### config.mk
export PLATFORM = sky130hd
export DESIGN_NAME = i2c_addr_recognizer
export DESIGN_NICKNAME = d
export VERILOG_FILES = /design/src/rtl/i2c_ar_pkg.sv /design/src/rtl/i2c_line_sync.sv /design/src/rtl/i2c_bus_events.sv /design/src/rtl/i2c_addr_match.sv /design/src/rtl/i2c_addr_recognizer.sv
export SDC_FILE = /design/constraint.sdc
export NUM_CORES = 1
export LEC_CHECK = 0
export ABC_AREA = 1
export BUFFER_PORTS_ARGS = -buffer_cell sky130_fd_sc_hd__buf_2
export CAP_MARGIN = 0
export CORE_MARGIN = 1.5
export CORE_UTILIZATION = 37
export CTS_BUF_LIST = sky130_fd_sc_hd__clkbuf_2 sky130_fd_sc_hd__clkbuf_4 sky130_fd_sc_hd__clkbuf_8
export DETAILED_ROUTE_END_ITERATION = 10
export GPL_ROUTABILITY_DRIVEN = 0
export SLEW_MARGIN = 20
export SYNTH_ARGS = -nofsm -noshare
export SYNTH_HDL_FRONTEND = slang
export SYNTH_SLANG_ARGS = --single-unit
### constraint.sdc
create_clock -name clk -period 2.2 [get_ports clk]
set_input_delay 0 -clock clk [delete_from_list [all_inputs] [get_ports clk]]
set_output_delay 0 -clock clk [all_outputs]
set_load 0.02 [all_outputs]
### src/rtl/i2c_ar_pkg.sv
package i2c_ar_pkg;

   typedef enum logic [2:0] {
      ST_IDLE,
      ST_ADDR1,
      ST_ADDR2,
      ST_DATA,
      ST_SKIP
   } ar_state_t;

   typedef enum logic [1:0] {
      HIT_NONE,
      HIT_OWN,
      HIT_GC,
      HIT_HDR
   } hit_t;

   localparam logic [4:0] TEN_HDR = 5'b11110;

endpackage

### src/rtl/i2c_line_sync.sv
module i2c_line_sync #(
   parameter int   STAGES = 2,
   parameter logic INIT   = 1'b1
) (
   input  logic clk,
   input  logic rst_n,
   input  logic d,
   output logic q
);

   generate
      if (STAGES < 2) begin : g_bad_stages
         $error("i2c_line_sync: STAGES must be at least 2");
      end
   endgenerate

   logic [STAGES-1:0] chain;

   always_ff @(posedge clk or negedge rst_n) begin
      if (!rst_n) chain <= {STAGES{INIT}};
      else        chain <= {chain[STAGES-2:0], d};
   end

   assign q = chain[STAGES-1];

endmodule

### src/rtl/i2c_bus_events.sv
module i2c_bus_events (
   input  logic clk,
   input  logic rst_n,
   input  logic scl_s,
   input  logic sda_s,
   output logic scl_rise,
   output logic scl_fall,
   output logic start_det,
   output logic stop_det
);

   logic scl_d;
   logic sda_d;

   always_ff @(posedge clk or negedge rst_n) begin
      if (!rst_n) begin
         scl_d <= 1'b1;
         sda_d <= 1'b1;
      end else begin
         scl_d <= scl_s;
         sda_d <= sda_s;
      end
   end

   assign scl_rise  =  scl_s & ~scl_d;
   assign scl_fall  = ~scl_s &  scl_d;
   assign start_det =  scl_s &  scl_d &  sda_d & ~sda_s;
   assign stop_det  =  scl_s &  scl_d & ~sda_d &  sda_s;

endmodule

### src/rtl/i2c_addr_match.sv
module i2c_addr_match
   import i2c_ar_pkg::*;
#(
   parameter int BYTE_W     = 8,
   parameter bit GC_SUPPORT = 1'b1
) (
   input  logic [BYTE_W-1:0] byte_in,
   input  logic [BYTE_W-1:0] addr_reg,
   input  logic              ten_bit,
   input  logic              gc_enable,
   input  logic              second_half,
   output hit_t              hit
);

   logic gc_raw;
   logic own7;
   logic hdr;
   logic low;

   generate
      if (GC_SUPPORT) begin : g_gc
         assign gc_raw = gc_enable && (byte_in == '0);
      end else begin : g_no_gc
         assign gc_raw = 1'b0;
      end
   endgenerate

   assign own7 = !ten_bit && !byte_in[0]
               && (byte_in[BYTE_W-1:1] == addr_reg[BYTE_W-1:1]);
   assign hdr  = ten_bit && !byte_in[0]
               && (byte_in[BYTE_W-1:BYTE_W-5] == TEN_HDR)
               && (byte_in[BYTE_W-1:1] == addr_reg[BYTE_W-1:1]);
   assign low  = (byte_in == addr_reg);

   always_comb begin
      hit = HIT_NONE;
      if (second_half) begin
         if (low) hit = HIT_OWN;
      end else if (gc_raw) begin
         hit = HIT_GC;
      end else if (own7) begin
         hit = HIT_OWN;
      end else if (hdr) begin
         hit = HIT_HDR;
      end
   end

endmodule

### src/rtl/i2c_addr_recognizer.sv
module i2c_addr_recognizer
   import i2c_ar_pkg::*;
#(
   parameter int SYNC_STAGES = 2,
   parameter int BYTE_W      = 8,
   parameter bit GC_SUPPORT  = 1'b1
) (
   input  logic              clk,
   input  logic              rst_n,
   input  logic              scl_i,
   input  logic              sda_i,
   output logic              sda_oe,
   input  logic [BYTE_W-1:0] addr_reg,
   input  logic              ten_bit_mode,
   input  logic              gc_enable,
   input  logic              rx_read,
   input  logic              irq_clr,
   input  logic              ovf_clr,
   input  logic              ua_clr,
   output logic [BYTE_W-1:0] rx_data,
   output logic              buf_full,
   output logic              overflow,
   output logic              irq,
   output logic              addr_update
);

   localparam int CNT_W = $clog2(BYTE_W + 2);
   localparam logic [CNT_W-1:0] CNT_LAST = CNT_W'(BYTE_W);
   localparam logic [CNT_W-1:0] CNT_ACK  = CNT_W'(BYTE_W + 1);

   generate
      if (BYTE_W != 8) begin : g_bad_width
         $error("i2c_addr_recognizer: BYTE_W must be 8");
      end
   endgenerate

   logic scl_s, sda_s;
   logic scl_rise, scl_fall, start_det, stop_det;

   i2c_line_sync #(.STAGES(SYNC_STAGES), .INIT(1'b1)) u_scl_sync (
      .clk(clk), .rst_n(rst_n), .d(scl_i), .q(scl_s)
   );

   i2c_line_sync #(.STAGES(SYNC_STAGES), .INIT(1'b1)) u_sda_sync (
      .clk(clk), .rst_n(rst_n), .d(sda_i), .q(sda_s)
   );

   i2c_bus_events u_events (
      .clk(clk), .rst_n(rst_n), .scl_s(scl_s), .sda_s(sda_s),
      .scl_rise(scl_rise), .scl_fall(scl_fall),
      .start_det(start_det), .stop_det(stop_det)
   );

   ar_state_t         state, state_after, next_ok;
   logic [CNT_W-1:0]  bit_cnt;
   logic [BYTE_W-1:0] shreg;
   logic              ack_ok;
   logic              accept;
   logic              raise_ua;
   hit_t              hit;

   i2c_addr_match #(.BYTE_W(BYTE_W), .GC_SUPPORT(GC_SUPPORT)) u_match (
      .byte_in(shreg),
      .addr_reg(addr_reg),
      .ten_bit(ten_bit_mode),
      .gc_enable(gc_enable),
      .second_half(state == ST_ADDR2),
      .hit(hit)
   );

   // Decision for the byte just shifted in
   always_comb begin
      accept   = 1'b0;
      raise_ua = 1'b0;
      next_ok  = ST_SKIP;
      unique case (state)
         ST_ADDR1: begin
            if (hit == HIT_OWN || hit == HIT_GC) begin
               accept  = 1'b1;
               next_ok = ST_DATA;
            end else if (hit == HIT_HDR) begin
               accept   = 1'b1;
               raise_ua = 1'b1;
               next_ok  = ST_ADDR2;
            end
         end
         ST_ADDR2: begin
            if (hit == HIT_OWN && !addr_update) begin
               accept  = 1'b1;
               next_ok = ST_DATA;
            end
         end
         ST_DATA: begin
            accept  = 1'b1;
            next_ok = ST_DATA;
         end
         default: begin
            accept  = 1'b0;
            next_ok = ST_SKIP;
         end
      endcase
   end

   always_ff @(posedge clk or negedge rst_n) begin
      if (!rst_n) begin
         state       <= ST_IDLE;
         state_after <= ST_SKIP;
         bit_cnt     <= '0;
         shreg       <= '0;
         ack_ok      <= 1'b0;
         sda_oe      <= 1'b0;
         rx_data     <= '0;
         buf_full    <= 1'b0;
         overflow    <= 1'b0;
         irq         <= 1'b0;
         addr_update <= 1'b0;
      end else begin
         if (rx_read) buf_full    <= 1'b0;
         if (irq_clr) irq         <= 1'b0;
         if (ovf_clr) overflow    <= 1'b0;
         if (ua_clr)  addr_update <= 1'b0;

         if (start_det) begin
            state   <= ST_ADDR1;
            bit_cnt <= '0;
            sda_oe  <= 1'b0;
         end else if (stop_det) begin
            state   <= ST_IDLE;
            bit_cnt <= '0;
            sda_oe  <= 1'b0;
         end else if (state != ST_IDLE && state != ST_SKIP) begin
            if (scl_rise) begin
               if (bit_cnt < CNT_LAST) begin
                  shreg   <= {shreg[BYTE_W-2:0], sda_s};
                  bit_cnt <= bit_cnt + 1'b1;
               end else if (bit_cnt == CNT_LAST) begin
                  bit_cnt <= CNT_ACK;
               end
            end
            if (scl_fall) begin
               if (bit_cnt == CNT_LAST) begin
                  if (accept && buf_full) begin
                     overflow    <= 1'b1;
                     ack_ok      <= 1'b0;
                     state_after <= ST_SKIP;
                  end else if (accept) begin
                     sda_oe      <= 1'b1;
                     ack_ok      <= 1'b1;
                     rx_data     <= shreg;
                     buf_full    <= 1'b1;
                     state_after <= next_ok;
                     if (raise_ua) addr_update <= 1'b1;
                  end else begin
                     ack_ok      <= 1'b0;
                     state_after <= ST_SKIP;
                  end
               end else if (bit_cnt == CNT_ACK) begin
                  sda_oe  <= 1'b0;
                  bit_cnt <= '0;
                  state   <= state_after;
                  if (ack_ok) irq <= 1'b1;
               end
            end
         end
      end
   end

endmodule

==> results of run 1 <==
[layout by cell type (no fill, tap or decap)]
| cell type | synthesis | layout |
|---|---|---|
| xnor2_1 | 7 | 6 |
| xnor2_2 | 0 | 1 |
| inv_2 | 3 | 4 |
| buf_2 | 1 | 30 |
| dfrtp_1 | 31 | 28 |
| buf_6 | 2 | 1 |
| dfstp_2 | 7 | 7 |
| buf_4 | 0 | 3 |
| dfrtp_2 | 0 | 3 |
| o22ai_1 | 2 | 2 |
| nand3b_1 | 2 | 2 |
| nor2_1 | 17 | 14 |
| o21ai_1 | 14 | 14 |
| inv_4 | 3 | 3 |
| ha_1 | 6 | 6 |
| nand2_2 | 6 | 7 |
| dlygate4sd3_1 | 0 | 7 |
| nand2_1 | 59 | 58 |
| nand2_4 | 2 | 2 |
| o21ai_2 | 10 | 10 |
| o211ai_1 | 1 | 1 |
| nand3_4 | 1 | 1 |
| a21oi_1 | 4 | 4 |
| nand3_1 | 11 | 11 |
| o21ai_0 | 7 | 7 |
| clkbuf_4 | 0 | 2 |
| nand4_1 | 5 | 5 |
| xor2_1 | 2 | 2 |
| nor2_4 | 2 | 2 |
| nor2_2 | 2 | 5 |
| o22ai_2 | 1 | 1 |
| buf_12 | 0 | 1 |
| inv_1 | 29 | 28 |
| clkbuf_8 | 0 | 6 |
[power groups by stage]
stage | clock network, uW | logic, uW | registers, uW
detailed placement | 0 | 705 | 953
global route | 564 | 863 | 970
CTS | 535 | 720 | 940
global placement | 0 | 703 | 949
floorplan | 0 | 521 | 940
finish | 511 | 742 | 946
[stage by stage]
stage	area, um2	TNS, ps	util	total power, uW	hold slack [ps]
2_1_floorplan	2024	0	-	1461	-295.6
3_3_place_gp	2277	0	0.4375	1652	105.1
3_5_place_dp	2277	0	0.4375	1658	106.1
4_1_cts	2445	0	0.4697	2194	345.1
5_1_grt	2477	-5.642	0.4760	2396	339.5
6_report	2477	0	0.4760	2199	355.6
[flip-flops by register name (all words and copies together), names as in the netlist, 2 cells and up]
signal / flops
bit_cnt: 4
u_scl_sync.chain: 2
state_after: 3
state: 3
rx_data: 8
shreg: 8
u_sda_sync.chain: 2
[cell type report]
class	count	area [um2]	area share
clock buffers	8	97.59	0.03939
inverters	35	138.9	0.05606
multi-input cells	161	915.9	0.3697
flip-flops and latches	38	963.4	0.3889
well taps	70	87.58	0.03535
repair buffers	42	274.0	0.1106
[cell families after synthesis]
family	after synthesis	share of synthesized area
flip-flops	38	0.4740
XOR/XNOR	9	0.03894
buffers and inverters	38	0.08220
adder cells (fa/ha/maj)	6	0.03708
AND/OR/NAND/NOR	107	0.2466
AO/OA/AOI/OAI	39	0.1211
[repair_timing]
action,in CTS,in global routing
setup buffers,0,1
hold buffers,7,0
gates resized for setup,0,10
endpoints found under the hold margin,37,0
setup endpoints to repair,0,15
[worst reg2reg max path: cells and delay by family (launching register included)]
kind | cells | cell delay [ps]
fa+ha+maj | 1 | 180
flops | 1 | 430
simple gates | 9 | 970
xor+xnor | 1 | 140
buf+inv | 1 | 160
compound gates | 1 | 50
[routing by layer]
layer | vias up | GRT usage
met5 | - | 0
met3 | 5 | 0.03690
met2 | 25 | 0.2345
met1 | 722 | 0.2030
li1 | 847 | -
met4 | 0 | 0.05455
[how the worst max path moves through the flow]
| stage | startpoint | endpoint | slack [ps] | cells past startpoint |
|---|---|---|---|---|
| after CTS | shreg[4] | rx_data[5] | 80 | 13 |
| after detailed placement | shreg[4] | rx_data[5] | 70 | 13 |
| after global placement | shreg[4] | rx_data[6] | 160 | 13 |
| final | shreg[4] | rx_data[2] | 160 | 13 |
| after global routing | shreg[4] | buf_full | -6 | 14 |
| after floorplan | shreg[5] | rx_data[5] | 320 | 13 |
==> metrics.md, run 1 <==
| Metric | Value |
|---|---|
| Clk_lat worst skew | `290 ps` |
| Post-synth EDFFs | `0` |
| GRT Util Overall | `0.1504` |
| Area contributors post-synth | `dfrtp_1 (38%), nand2_1 (11%), dfstp_2 (9.1%), inv_1 (5.4%), o21ai_2 (4.3%)` |
| CTS Sinks | `38` |
| Initial DRT Pass Iterations | `4` |
| Worst vdd ir | `0.4405 mV` |
| ANT cells | `0` |
| Num CTS Buffers | `5` |
| Met3 wire length | `128 um` |
| Sequential fraction of the synthesis area | `0.4740` |
| Family with the most delay on the worst path | `simple AND/OR/NAND/NOR gates` |
| Port bufs | `30` |
| Hold WC Path Type | `primary input to async pin` |
| Count of pins over their slew limit | `0` |
| Pwr/cell area | `887.6 nW/um2` |
| Crit path top cell by count | `nand2_1` |
| Ordered list of cells on the worst path | `xnor2_1 > nand2_1 > nor2_2 > nand3_1 > nand2_1 > nand2_1 > ha_1 > nand3b_1 > nand2_2 > nand3_4 > buf_12 > nand2_1 > o21ai_2` |
| Clock Pin Slew Worst Setup and Hold Paths | `70 ps` |
| Remaining antenna violation count | `0` |
| Reg-to-reg endpoint | `rx_data[2]` |
| Met1 WL | `2.011 mm` |
| Final Critical Period | `2038 ps` |
| Max-capacitance violation count | `0` |
| Place WS | `74.73 ps` |
| Synthesized area | `2024 um2` |
| Layout cells sized above 1 | `0.3134` |
| Final Hold Vio Count | `0` |
| Area leader, netlist | `dfrtp_1` |
| Via count | `1599` |
| Fillers | `533` |
| Worst Setup Start Kind | `flop` |
| Max Used Layer | `met4` |
| Initial antenna violation count | `0` |
| Largest net degree at the start of global routing | `39` |
| Slew @ Worst Pin | `841.8 ps` |
| Final setup violation count | `0` |
| Total internal power | `1387 uW` |
| Placement row count | `26` |
| # DRC | `0` |
| Synth warn | `0` |
| Peak Freq | `490.6 MHz` |
| Fin cells | `354` |
| Die ar. | `5924 um2` |
| Cells on worst reg2reg path | `13` |
| Vias per inst | `4.517` |
| Cells after Synth | `237` |
| Syn Nets | `261` |
| Ys async rst share | `1.000` |
| Switching share of power | `0.3694` |
| Path type of the worst setup path | `flop to flop` |
| Final HPWL DP | `3.012 mm` |
| H-tree levels | `2` |
| Clock share of power | `0.233` |
| Sequential power share | `0.430` |
| Status | `finished, final reports clean` |
| Most frequent cells after synthesis | `nand2_1 (59), dfrtp_1 (31), inv_1 (29), nor2_1 (17), o21ai_1 (14)` |
| Die height | `76.97 um` |
| CP max FO | `13` |
| Delay of the slowest critical-path stage | `430 ps` |
| Area overhead of the layout relative to synthesis | `22.37%` |
| Synth unique cells | `27` |
| Root Buffer | `clkbuf_8` |
| Drt first-iter violations | `70` |
| Core box area | `5205 um2` |
| Critical Path AT | `2220 ps` |
| Vias in the first global route | `1518` |
| Final WL | `4.013 mm` |
| RSZ-0062 raised after global routing | `yes` |
| Met2 wire length | `1.808 mm` |
| Number of synthesized register bits | `38` |
| First-pass GRT wire length | `7.031 mm` |
| CP bufs+invs | `1` |
| Global route overflow | `0` |
| Crit path required time | `2380 ps` |
| Critical path's slowest cell | `dfrtp_2` |
| Worst slew margin | `0.4388` |
| Net Sw Power | `812.2 uW` |
| Leak Pwr | `0.001227 uW` |
| Syn_area_per_cell | `8.542 um2` |
| Clock skew | `6.787 ps` |
| Num ports | `31` |
| # placed instances | `338` |
| Max Root-Sink Buffers | `2` |
| Crit Reg-Reg Startpoint | `shreg[4]` |
| Post-synth top area share | `0.3832` |
| Gate power share | `0.337` |
| Final period util | `0.9265` |
| Die span in x | `76.97 um` |
| Internal reg-to-reg setup slack | `160 ps` |
| Initial Util | `0.3889` |
| Most numerous cell in the Yosys netlist | `nand2_1` |
| WL/cell | `11.34 um` |
| Commonest register cell after synthesis | `dfrtp_1` |
| CP Capture Type | `flop` |
| Final setup margin | `161.8 ps` |
| CTS tree | `built` |
| Fin nets | `307` |
Power figures use the tool's default switching activity.
==> inputs of run 2 (changes only) <==
--- a/config.mk
+++ b/config.mk
@@ -13,6 +13,7 @@
 export CTS_BUF_LIST = sky130_fd_sc_hd__clkbuf_2 sky130_fd_sc_hd__clkbuf_4 sky130_fd_sc_hd__clkbuf_8
 export DETAILED_ROUTE_END_ITERATION = 10
 export GPL_ROUTABILITY_DRIVEN = 0
+export PLACE_DENSITY_LB_ADDON = 0.08
 export SLEW_MARGIN = 20
 export SYNTH_ARGS = -nofsm -noshare
 export SYNTH_HDL_FRONTEND = slang
==> metrics.md, run 2 (synthesis gave the netlist of run 1 again) <==
| Metric | Value |
|---|---|
| CP Capture Type | `flop` |
| Num ports | `31 (unchanged)` |
| Status | `finished, final reports clean` |
| Worst vdd ir | `0.4878 mV (+11%)` |
| Gate power share | `0.327 (-0.010)` |
| Num CTS Buffers | `5 (unchanged)` |
| WL/cell | `12.00 um (+5.8%)` |
| Count of pins over their slew limit | `0 (unchanged)` |
| CTS tree | `built` |
| Via count | `1611 (+0.75%)` |
| Layout cells sized above 1 | `0.3403 (+0.02690)` |
| Met1 WL | `2.195 mm (+9.1%)` |
| # placed instances | `338 (unchanged)` |
| Ordered list of cells on the worst path | `xnor2_1 > nand2_1 > nor2_4 > nand2_1 > a21oi_2 > ha_1 > nand2_1 > nand2_1 > nand2_1 > nand2_2 > nand3_4 > clkbuf_16 > nand2_2 > o21ai_2` |
| Pwr/cell area | `947.9 nW/um2 (+6.8%)` |
| Critical Path AT | `2260 ps (+40 ps)` |
| Net Sw Power | `877.3 uW (+8.0%)` |
| Top flop regs | `rx_data: 8 flops, shreg: 8 flops, bit_cnt: 4 flops` |
| Hold WC Path Type | `primary input to async pin` |
| Reg area | `964.7 um2 (+0.13%)` |
| Max Used Layer | `met4` |
| Most frequent cells in the layout | `nand2_1 (58), buf_2 (30), inv_1 (28)` |
| CP max FO | `7 (-6)` |
| Path type of the worst setup path | `flop to flop` |
| Fin cells | `358 (+1.1%)` |
| Initial DRT Pass Iterations | `4 (unchanged)` |
| Fin nets | `311 (+1.3%)` |
| Initial antenna violation count | `0 (unchanged)` |
| Met3 wire length | `126 um (-1.6%)` |
| Hold WS | `344.6 ps (-10.99 ps)` |
| Family with the most delay on the worst path | `simple AND/OR/NAND/NOR gates` |
| Slew @ Worst Pin | `825.1 ps (-16.72 ps)` |
| Total power draw | `2467 uW (+12%)` |
| Delay of the slowest critical-path stage | `420 ps (about the same)` |
| Die height | `76.97 um (unchanged)` |
| Root Buffer | `clkbuf_8` |
| Peak Freq | `481.3 MHz (-1.9%)` |
| Final Hold Vio Count | `0 (unchanged)` |
| Area overhead of the layout relative to synthesis | `28.55%` |
| Vias per inst | `4.500 (-0.38%)` |
| Final Critical Period | `2078 ps (+39.28 ps)` |
| Die ar. | `5924 um2 (unchanged)` |
| Final HPWL DP | `3.069 mm (+1.9%)` |
| Total internal power | `1590 uW (+15%)` |
| Switching share of power | `0.3556 (-0.01376)` |
| Clock share of power | `0.287 (+0.054)` |
| Core box area | `5205 um2 (unchanged)` |
| GRT Util Overall | `0.1580 (+0.007585)` |
| Drt first-iter violations | `63 (-10%)` |
| Final setup margin | `122.5 ps (-39.28 ps)` |
| CTS Sinks | `38 (unchanged)` |
| Crit path top cell by count | `nand2_1` |
| Worst slew margin | `0.4499 (+0.01115)` |
| First-pass GRT wire length | `7.424 mm (+5.6%)` |
| Initial Util | `0.3889 (unchanged)` |
| Critical path's slowest cell | `dfrtp_1` |
| Met2 wire length | `1.915 mm (+5.9%)` |
| Max Root-Sink Buffers | `2 (unchanged)` |
| ANT cells | `0 (unchanged)` |
| Sequential power share | `0.386 (-0.044)` |
| H-tree levels | `2 (unchanged)` |
| Place WS | `85.98 ps (+11.25 ps)` |
| Max-capacitance violation count | `0 (unchanged)` |
| Final setup violation count | `0 (unchanged)` |
| Area occupied by multi-input gates | `943.4 um2 (+3.0%)` |
| Final period util | `0.9443 (+0.01786)` |
| Vias in the first global route | `1596 (+5.1%)` |
| Worst Setup Start Kind | `flop` |
| Largest net degree at the start of global routing | `39 (unchanged)` |
| # DRC | `0 (unchanged)` |
| Crit path required time | `2380 ps (about the same)` |
| CP bufs+invs | `1 (unchanged)` |
| Placement row count | `26 (unchanged)` |
| Remaining antenna violation count | `0 (unchanged)` |
| Global route overflow | `0 (unchanged)` |
| Port bufs | `30 (unchanged)` |
| Leak Pwr | `0.001280 uW (+4.4%)` |
| Clock skew | `8.716 ps (+1.929 ps)` |
| Clk_lat worst skew | `290 ps (about the same)` |
| Most common cell after layout, fill and taps aside | `nand2_1` |
| Final WL | `4.295 mm (+7.0%)` |
| Die span in x | `76.97 um (unchanged)` |
| Fillers | `501 (-6.0%)` |
| Clock Pin Slew Worst Setup and Hold Paths | `80 ps (about the same)` |
## run 2: cell types whose count changed in the layout (fill, tap and decap cells not counted), moves of 2 or more
| cell | before | now |
|---|---|---|
| nor2_2 | 5 | 3 |
| bufinv_16 | 0 | 2 |
| nor2_4 | 2 | 4 |
| clkbuf_4 | 2 | 0 |
| nand3_2 | 0 | 2 |
| buf_4 | 3 | 6 |
| nand3_1 | 11 | 9 |
## run 2: routing by layer
layer,vias to the layer above,GRT usage
li1,854,-
met1,722,0.2196
met2,29,0.2434
met3,6,0.03571
met4,0,0.05273
met5,-,0
## run 2: layout make-up
type | instances | share of cell area
clock buffers | 5 | 0.02644
multi-input cells | 161 | 0.3625
flip-flops and latches | 38 | 0.3707
repair buffers | 46 | 0.1269
clock inverters | 3 | 0.02644
well taps | 70 | 0.03365
inverters | 35 | 0.05337
## run 2: path summary, 6_finish.rpt
path	endpoint	cells after the start	startpoint	slack, ps
worst max-delay path	rx_data[6]	14	shreg[3]	120
worst min-delay path	rx_data[1]	2	rst_n	340
worst max register to register	rx_data[6]	14	shreg[3]	120
worst min register to register	u_sda_sync.chain[1]	0	u_sda_sync.chain[0]	360
max in group asynchronous	shreg[6]	2	rst_n	1280
min in group clk	u_scl_sync.chain[0]	2	scl_i	350
## run 2: repair_timing
item | CTS | global route
endpoints found under the hold margin | 37 | 0
setup buffers | 0 | 4
gates resized for setup | 0 | 17
setup endpoints to repair | 0 | 16
hold buffers | 7 | 0
## run 2: power groups by stage
| stage | Clock, uW | Combinational (uW) | Sequential (uW) |
|---|---|---|---|
| CTS | 729 | 725 | 942 |
| global route | 754 | 926 | 980 |
| floorplan | 0 | 521 | 940 |
| detailed placement | 0 | 709 | 955 |
| finish | 708 | 807 | 951 |
| global placement | 0 | 713 | 952 |
## run 2: per-stage QoR
| step | setup TNS [ps] | util | area, um2 |
|---|---|---|---|
| finish | 0 | 0.5000 | 2603 |
| global route | -248.2 | 0.5000 | 2603 |
| CTS | 0 | 0.4798 | 2497 |
| detailed placement | 0 | 0.4399 | 2290 |
| global placement | 0 | 0.4399 | 2290 |
| floorplan | 0 | - | 2024 |
## run 2: worst register-to-register path: cells and delay by family, from the launching register on
kind | cells | cell delay [ps]
adder cells (fa/ha/maj) | 1 | 180
AO/OA/AOI/OAI | 2 | 180
AND/OR/NAND/NOR | 9 | 860
buffers and inverters | 1 | 190
flip-flops | 1 | 420
XOR/XNOR | 1 | 150
==> inputs of run 3 (changes only) <==
--- a/config.mk
+++ b/config.mk
@@ -8,7 +8,7 @@
 export ABC_AREA = 1
 export BUFFER_PORTS_ARGS = -buffer_cell sky130_fd_sc_hd__buf_2
 export CAP_MARGIN = 0
-export CORE_MARGIN = 1.5
+export CORE_MARGIN = 5
 export CORE_UTILIZATION = 37
 export CTS_BUF_LIST = sky130_fd_sc_hd__clkbuf_2 sky130_fd_sc_hd__clkbuf_4 sky130_fd_sc_hd__clkbuf_8
 export DETAILED_ROUTE_END_ITERATION = 10
==> constraint.sdc (replaced) <==
create_clock -name clk -period 2.1 [get_ports clk]
set_input_delay 0 -clock clk [delete_from_list [all_inputs] [get_ports clk]]
set_output_delay 0 -clock clk [all_outputs]
set_load 0.02 [all_outputs]
==> metrics.md, run 3 (synthesis gave the netlist of run 1 again) <==
| Metric | Value |
|---|---|
| Status | `finished, final reports clean` |
| Top flop regs | `rx_data: 8 flops, shreg: 8 flops, bit_cnt: 4 flops` |
| Via count | `1625 (+0.87%)` |
| CP Capture Type | `flop` |
| Final HPWL DP | `3.295 mm (+7.4%)` |
| # placed instances | `343 (+1.5%)` |
| Crit path required time | `2290 ps (-90 ps)` |
| Pwr/cell area | `1018 nW/um2 (+7.4%)` |
| Num CTS Buffers | `5 (unchanged)` |
| Max-capacitance violation count | `0 (unchanged)` |
| Internal reg-to-reg setup slack | `110 ps (-20 ps)` |
| First-pass GRT wire length | `7.665 mm (+3.2%)` |
| Worst vdd ir | `0.5253 mV (+7.7%)` |
| Peak Freq | `501.9 MHz (+4.3%)` |
| Final WL | `4.394 mm (+2.3%)` |
| Num ports | `31 (unchanged)` |
| Fin cells | `360 (+0.56%)` |
| CTS tree | `built` |
| Most frequent cells in the layout | `nand2_1 (58), dfrtp_1 (30), buf_2 (30)` |
| Vias in the first global route | `1666 (+4.4%)` |
| Final period util | `0.9489 (+0.004534)` |
| Die height | `83.97 um (+9.1%)` |
| Worst Setup Start Kind | `flop` |
| GRT Util Overall | `0.1338 (-0.02420)` |
| Root Buffer | `clkbuf_8` |
| Placement row count | `27 (+3.8%)` |
| Area overhead of the layout relative to synthesis | `26.82%` |
| Final setup violation count | `0 (unchanged)` |
| Core box area | `5405 um2 (+3.8%)` |
| ANT cells | `0 (unchanged)` |
| Slew @ Worst Pin | `862.1 ps (+37.04 ps)` |
| Remaining antenna violation count | `0 (unchanged)` |
| Most common cell after layout, fill and taps aside | `nand2_1` |
| Fin nets | `311 (unchanged)` |
| Fillers | `575 (+15%)` |
| Clk_lat worst skew | `290 ps (about the same)` |
| Drt first-iter violations | `51 (-19%)` |
| Port bufs | `30 (unchanged)` |
| Largest net degree at the start of global routing | `39 (unchanged)` |
| Clock skew | `9.672 ps (+0.9567 ps)` |
| Die span in x | `83.97 um (+9.1%)` |
| CTS Sinks | `38 (unchanged)` |
| Hold WC Path Type | `primary input to async pin` |
| Vias per inst | `4.514 (+0.31%)` |
| Final Critical Period | `1993 ps (-84.91 ps)` |
| Cells on worst reg2reg path | `13 (-1)` |
| CP max FO | `16 (+9)` |
| Global route overflow | `0 (unchanged)` |
| Clock Pin Slew Worst Setup and Hold Paths | `80 ps (about the same)` |
| Initial Util | `0.3745 (-0.01441)` |
| Initial antenna violation count | `0 (unchanged)` |
| Critical Path AT | `2180 ps (-80 ps)` |
| Crit Reg-Reg Startpoint | `shreg[7]` |
| Leak Pwr | `0.001272 uW (-0.63%)` |
| Initial DRT Pass Iterations | `4 (unchanged)` |
| Reg-to-reg endpoint | `rx_data[2]` |
| Final Hold Vio Count | `0 (unchanged)` |
| Count of pins over their slew limit | `0 (unchanged)` |
| Layout cells sized above 1 | `0.3229 (-0.01736)` |
| Max Root-Sink Buffers | `2 (unchanged)` |
| Total power draw | `2614 uW (+6.0%)` |
| RSZ-0062 raised after global routing | `yes` |
| H-tree levels | `2 (unchanged)` |
| Path type of the worst setup path | `flop to flop` |
| WL/cell | `12.21 um (+1.7%)` |
| Die ar. | `7051 um2 (+19%)` |
| # DRC | `0 (unchanged)` |
| Worst slew margin | `0.4252 (-0.02469)` |
[run 3: cell count changes in the layout (fill, tap and decap cells not counted), sizes merged]
cell | before | now
buf | 38 | 39
clkinv | 1 | 0
[run 3: timing repair]
item                                    CTS  global route
endpoints found under the setup margin    0            16
resized for setup                         0            11
hold endpoints to repair                 37             0
buffers inserted                          0             2
hold buffers                              7             0
[run 3: per-layer routing]
layer | global-route usage | up-vias | routed length (um)
met5 | 0 | - | 0
met4 | 0.03947 | 0 | 55
met3 | 0.03455 | 7 | 180
met2 | 0.2032 | 27 | 1906
met1 | 0.1871 | 740 | 2252
li1 | - | 851 | -
[run 3: through the flow]
step	hold slack (ps)	utilization	setup TNS, ps	worst slack, ps	cell area, um2
5_1_grt	365.2	0.4750	-409.2	-67.87	2567
3_3_place_gp	104.8	0.4259	0	36.55	2302
6_report	353.3	0.4750	0	107.4	2567
4_1_cts	339.8	0.4653	0	8.985	2515
2_1_floorplan	-295.6	-	0	215.3	2024
3_5_place_dp	106.2	0.4259	0	32.04	2302
[run 3: where the power goes]
group	internal [uW]	switching [uW]	leakage (uW)
Clock	507	268	0.0000714
Sequential	854	123	0.000477
Combinational	347	515	0.000724
[run 3: worst max path at each step]
| stage | cells after the start | to | slack [ps] | startpoint |
|---|---|---|---|---|
| floorplan | 13 | rx_data[5] | 220 | shreg[5] |
| global placement | 13 | rx_data[2] | 40 | shreg[5] |
| detailed placement | 13 | rx_data[2] | 30 | shreg[5] |
| CTS | 14 | rx_data[0] | 9 | shreg[5] |
| global route | 14 | rx_data[2] | -70 | shreg[2] |
| finish | 13 | rx_data[2] | 110 | shreg[7] |
[run 3: layout make-up]
type                            count  area, um2  share of cell area
Clock buffer                        6      82.58             0.03216
Clock inverter                      2      60.06             0.02339
Inverter                           35      138.9             0.05409
Multi-Input combinational cell    161      930.9              0.3626
Sequential cell                    38      960.9              0.3743
Tap cell                           72      90.09             0.03509
Timing Repair Buffer               46      304.0              0.1184
[run 3: worst max-delay path, stage by stage (launching register included)]
cell      delay [ps]
dfrtp_1          420
xnor2_1          160
nand2_1           80
nor2_2           160
nand3_2           90
nand2_1           70
nand2_1           70
ha_1             180
nand3b_1         160
nand2_2          110
nand3_4           90
buf_12           160
nand2_1           70
o21ai_2           50
